==> src/rtl/ds2_oh_pkg.sv <==
package ds2_oh_pkg;
  localparam int unsigned C_PER_SUB = 3;

  typedef struct packed {
    logic c3;
    logic c2;
    logic c1;
  } cgrp_t;

  function automatic logic lb_req(input cgrp_t g);
    return (g.c1 == g.c2) && (g.c3 != g.c1);
  endfunction
endpackage

==> src/rtl/persist_filter.sv <==
module persist_filter #(
  parameter int unsigned N = 4
) (
  input  logic clk_i,
  input  logic rst_ni,
  input  logic clr_i,
  input  logic adv_i,
  input  logic obs_i,
  output logic flag_o
);
  localparam int unsigned CW = (N > 2) ? $clog2(N) : 1;

  logic          flag_q;
  logic [CW-1:0] cnt_q;

  always_ff @(posedge clk_i or negedge rst_ni) begin
    if (!rst_ni) begin
      flag_q <= 1'b0;
      cnt_q  <= '0;
    end else if (clr_i) begin
      flag_q <= 1'b0;
      cnt_q  <= '0;
    end else if (adv_i) begin
      if (obs_i != flag_q) begin
        if (cnt_q == CW'(N - 1)) begin
          flag_q <= obs_i;
          cnt_q  <= '0;
        end else begin
          cnt_q <= cnt_q + 1'b1;
        end
      end else begin
        cnt_q <= '0;  // run broken, restart
      end
    end
  end

  assign flag_o = flag_q;
endmodule

==> src/rtl/lb_bank.sv <==
module lb_bank
  import ds2_oh_pkg::*;
#(
  parameter int unsigned NUM_SUB   = 4,
  parameter int unsigned IDX_W     = 3,
  parameter int unsigned LB_FRAMES = 5,
  parameter int unsigned TRIB_W    = IDX_W + $clog2(NUM_SUB)
) (
  input  logic                             clk_i,
  input  logic                             rst_ni,
  input  logic                             clr_i,
  input  logic                             adv_i,
  input  logic [C_PER_SUB*NUM_SUB-1:0]     c_bits_i,
  input  logic [IDX_W-1:0]                 port_idx_i,
  output logic [NUM_SUB-1:0]               lb_det_o,
  output logic [NUM_SUB-1:0][TRIB_W-1:0]   lb_trib_o
);
  for (genvar g = 0; g < NUM_SUB; g++) begin : g_sub
    cgrp_t grp;
    logic  req;

    assign grp = cgrp_t'(c_bits_i[C_PER_SUB*g +: C_PER_SUB]);
    assign req = lb_req(grp);

    persist_filter #(.N(LB_FRAMES)) i_filt (
      .clk_i  (clk_i),
      .rst_ni (rst_ni),
      .clr_i  (clr_i),
      .adv_i  (adv_i),
      .obs_i  (req),
      .flag_o (lb_det_o[g])
    );

    assign lb_trib_o[g] = TRIB_W'(NUM_SUB) * TRIB_W'(port_idx_i)
                        - TRIB_W'(NUM_SUB) + TRIB_W'(g + 1);
  end
endmodule

==> src/rtl/ds2_oh_monitor.sv <==
module ds2_oh_monitor
  import ds2_oh_pkg::*;
#(
  parameter int unsigned NUM_SUB    = 4,
  parameter int unsigned IDX_W      = 3,
  parameter int unsigned LB_FRAMES  = 5,
  parameter int unsigned RAI_FRAMES = 4,
  parameter int unsigned RSV_FRAMES = 4,
  localparam int unsigned TRIB_W    = IDX_W + $clog2(NUM_SUB)
) (
  input  logic                           clk_i,
  input  logic                           rst_ni,
  input  logic                           frame_done_i,
  input  logic                           oof_i,
  input  logic [C_PER_SUB*NUM_SUB-1:0]   c_bits_i,
  input  logic                           x_bit_i,
  input  logic                           rsv_bit_i,
  input  logic                           e1_mode_i,
  input  logic [IDX_W-1:0]               port_idx_i,
  output logic [NUM_SUB-1:0]             lb_det_o,
  output logic [NUM_SUB-1:0][TRIB_W-1:0] lb_trib_o,
  output logic                           rai_o,
  output logic                           rsv_o
);
  logic adv;
  logic rai_obs;

  assign adv     = frame_done_i & ~oof_i;
  assign rai_obs = e1_mode_i ? x_bit_i : ~x_bit_i;  // DS1 alarm is active low

  lb_bank #(
    .NUM_SUB   (NUM_SUB),
    .IDX_W     (IDX_W),
    .LB_FRAMES (LB_FRAMES),
    .TRIB_W    (TRIB_W)
  ) i_lb_bank (
    .clk_i      (clk_i),
    .rst_ni     (rst_ni),
    .clr_i      (oof_i),
    .adv_i      (adv),
    .c_bits_i   (c_bits_i),
    .port_idx_i (port_idx_i),
    .lb_det_o   (lb_det_o),
    .lb_trib_o  (lb_trib_o)
  );

  persist_filter #(.N(RAI_FRAMES)) i_rai_filt (
    .clk_i  (clk_i),
    .rst_ni (rst_ni),
    .clr_i  (oof_i),
    .adv_i  (adv),
    .obs_i  (rai_obs),
    .flag_o (rai_o)
  );

  persist_filter #(.N(RSV_FRAMES)) i_rsv_filt (
    .clk_i  (clk_i),
    .rst_ni (rst_ni),
    .clr_i  (oof_i),
    .adv_i  (adv & e1_mode_i),
    .obs_i  (rsv_bit_i),
    .flag_o (rsv_o)
  );
endmodule

==> config.mk <==
export PLATFORM = sky130hd
export DESIGN_NAME = ds2_oh_monitor
export DESIGN_NICKNAME = d
export VERILOG_FILES = /design/src/rtl/ds2_oh_pkg.sv /design/src/rtl/persist_filter.sv /design/src/rtl/lb_bank.sv /design/src/rtl/ds2_oh_monitor.sv
export SDC_FILE = /design/constraint.sdc
export NUM_CORES = 1
export LEC_CHECK = 0
export BUFFER_PORTS_ARGS = -buffer_cell sky130_fd_sc_hd__clkbuf_2
export CORE_ASPECT_RATIO = 2
export CORE_MARGIN = 5
export CORE_UTILIZATION = 54
export CTS_BUF_LIST = sky130_fd_sc_hd__clkbuf_4 sky130_fd_sc_hd__clkbuf_8
export CTS_CLUSTER_SIZE = 20
export DETAILED_ROUTE_END_ITERATION = 8
export PLACE_DENSITY = 0.88
export SYNTH_ARGS = -nofsm -noshare
export SYNTH_HDL_FRONTEND = slang
export SYNTH_SLANG_ARGS = --single-unit
==> constraint.sdc <==
create_clock -name clk_i -period 1.9 [get_ports clk_i]
set_input_delay 0.285 -clock clk_i [delete_from_list [all_inputs] [get_ports clk_i]]
set_output_delay 0.285 -clock clk_i [all_outputs]
set_load 0.05 [all_outputs]
==> impl_metrics.tcl <==
set metrics [dict create \
    status "finished with violations" \
    violations "hold timing" \
    routedLengthMet1_um 1010 \
    place_inst 209 \
    clkTransAtPathRegs_ns 0.07 \
    critPathLaunchType "primary input" \
    grt_overflow_total 0 \
    cts_setup_buffers 0 \
    synth_area_leaders "dfrtp_1 37%, buf_4 9.5%, ha_1 9.2%, o32ai_1 3.5%, xor2_1 3.5%" \
    synthTopCellsByCount "22 x dfrtp_1, 19 x buf_4, 12 x inv_1, 12 x nor2_1, 11 x ha_1" \
    instances_no_fill 212 \
    p_int_mw 0.685 \
    routed_wl_um 3080 \
    grt_start_max_net_pins 23 \
    p_clk_share_pct 27.5 \
    rsz0062_at_grt "false" \
    period_needed_ns 1.63 \
    cts_tree "done" \
    cp-end-kind "output port" \
    vias_per_cell 5.73 \
    highest_layer "met4" \
    h-tree-depth 1 \
    num_antenna_cells 0 \
    fin_ws_ns 0.269 \
    drcViolationCount 0 \
    cts_hold_buf 0 \
    timing.final.crit_share_pct 85.9 \
    cellPowerDensity_nw_per_um2 622 \
    hold_viol 2 \
    grt_pass1_wl_um 5380 \
    wl_per_cell_um 14.5 \
    post_cts_resized 0 \
    slew_headroom_pct 62.4 \
    synth_most_common_cell "dfrtp_1" \
    required_ns 1.62 \
    avgSynthCellArea_um2 9.53 \
    critPathArrivalTime_ns 1.35 \
    synth_flop_cell "dfrtp_1" \
    grt_use_total_pct 17.9 \
    async_flop_share_pct 100 \
    grt_pass1_vias 1332 \
    syn_to_final_growth_pct 11.9 \
    cp_top_family "buffers and inverters" \
    row_count 27 \
    switching_share_pct 34.2 \
    hp-class "primary input to async pin" \
    crit_fanout 4 \
    slowest_stage "ha_1" \
    initial_core_util_pct 55.4 \
    fin_skew_ns 0.000846 \
    wl_met3_um 112 \
    synth_edf_count 0 \
    critPathKind "primary input to output port" \
    place_ws_ns 0.269 \
    ios 48 \
    ys_ff_latch 22 \
    vias 1215 \
    yosysWarnings 0 \
    antenna_found_initial 0 \
    portBuffers 39 \
    cts_made_buffers 3 \
    fin_tns_setup_ns 0 \
    synth.distinct_cells 28 \
    cts-root-buf "clkbuf_8" \
    tightest_slew_ns 0.564 \
    netlist_area_um2 1500 \
    hpwl_um 2490 \
    initialDrtViolationCount 25 \
    ant_nets 0 \
    finalSetupViolations 0 \
    route.met2.wl_um 1890 \
    cts.sinks 22 \
    p_sw_mw 0.356 \
    peakVddDrop_mv 0.610 \
    fin_nets 218 \
    dieHeight_um 84.4 \
    die_width_um 47.2 \
    final_max_slew_viol_count 0 \
    syn_inst 157 \
    clk_latency_ns 0.26 \
    drive_above_1_share_pct 28.4 \
    cp_common_cell "clkbuf_2" \
    fp.coreArea_um2 2700 \
    p_leak_nw 0.862 \
    path_cells "clkbuf_2, clkinvlp_4, ha_1, xor2_2, clkbuf_2" \
    power_frac_comb_pct 26.4 \
    max_stage_delay_ns 0.34 \
    synth_top_area_share_pct 36.8 \
    drv_cap 0 \
    crit_buf_inv 3 \
    place_congestion 0.685 \
    synth_area_leader_cell "dfrtp_1" \
    ys_seq_area_share_pct 36.8 \
    seqPwrFrac_pct 46.2 \
    timing.fmax_ghz 0.613 \
    whs_ns -0.000231 \
    clock_path_buffers 2 \
    first_pass_iters 4 \
    fp.dieArea_um2 3990 \
]
## sequential cells by signal (all words and copies together), names as in the netlist
signal,cells
i_rai_filt.cnt_q,2
i_rai_filt.flag_o,1
i_lb_bank.g_sub.i_filt.cnt_q,12
i_lb_bank.g_sub.i_filt.flag_o,4
i_rsv_filt.cnt_q,2
i_rsv_filt.flag_o,1
## cells in the final DEF, fill, tap and decap left out, types with 2 or more instances in the layout
cell       Yosys  final
a2111oi_2      3      3
a211oi_1       2      2
a21oi_1        9      9
a32o_1         4      4
and3_1         2      2
and3b_1        2      2
buf_4         19      3
clkbuf_2       0     39
clkbuf_8       0      3
conb_1         2      8
dfrtp_1       22     22
ha_1          11     11
inv_1         12     11
mux2i_1        4      4
nand2_1        7      7
nand2b_1       5      5
nand3_1        7      7
nand4_1        5      5
nor2_1        12     12
o211a_1        3      3
o32ai_1        6      6
xnor2_1        3      3
xor2_1         6      4
## routing by layer
metal | global-route usage, % | vias to the layer above
li1 | - | 583
met1 | 18.1 | 592
met2 | 31.8 | 34
met3 | 2.15 | 6
met4 | 10.1 | 0
met5 | 0 | -
## through the flow
step / power, mW / instance area, µm² / hold WS [ns] / util [%]
2_1_floorplan: 0.716 / 1550 / -0.0106 / -
3_3_place_gp: 0.754 / 1630 / 0.284 / 60.4
3_5_place_dp: 0.765 / 1630 / 0.299 / 60.4
4_1_cts: 1.05 / 1670 / 0.0133 / 61.9
5_1_grt: 1.09 / 1670 / 0.0359 / 61.9
6_report: 1.04 / 1670 / -0.000231 / 61.9
## kinds of logic (layout without fill, tap and decap cells)
logic type | count (synthesis) | count (layout) | share of synthesized area (%)
buf+inv | 37 | 57 | 14.4
xor+xnor | 9 | 9 | 5.27
simple gates | 42 | 42 | 14.2
mux | 4 | 4 | 2.68
flops | 22 | 22 | 36.8
other cells | 2 | 8 | 0.502
fa+ha+maj | 11 | 11 | 9.20
compound gates | 30 | 30 | 17.0
## power groups by stage
stage                     clock, mW  combinational, mW  sequential, mW
after CTS                     0.294              0.276           0.480
after global routing          0.312              0.293           0.481
final                         0.286              0.275           0.480
after floorplan                   0              0.228           0.488
after detailed placement          0              0.275           0.490
after global placement            0              0.265           0.489
## cell type report
cell class / count / area [µm²]
fill: 238 / 1030
multi-input combinational: 104 / 779
sequential: 22 / 551
timing repair buffer: 42 / 218
inverter: 12 / 48.8
clock buffer: 3 / 41.3
tap: 29 / 36.3
## path summary, 6_finish.rpt
| kind | slack [ns] | cells after the start | start | endpoint |
|---|---|---|---|---|
| max reg2reg | 0.55 | 4 | i_lb_bank.g_sub[0].i_filt.cnt_q[0] | i_lb_bank.g_sub[0].i_filt.cnt_q[2] |
| max in group asynchronous | 1.53 | 1 | rst_ni | i_lb_bank.g_sub[1].i_filt.cnt_q[2] |
| min reg2reg | 0.54 | 1 | i_rsv_filt.cnt_q[1] | i_rsv_filt.cnt_q[1] |
| min in group clk_i | 0.31 | 3 | rsv_bit_i | i_rsv_filt.flag_o |
| min | -0.0002 | 1 | rst_ni | i_rai_filt.cnt_q[0] |
| max | 0.27 | 5 | port_idx_i[0] | lb_trib_o[18] |
(Power assumes the default switching activity.)
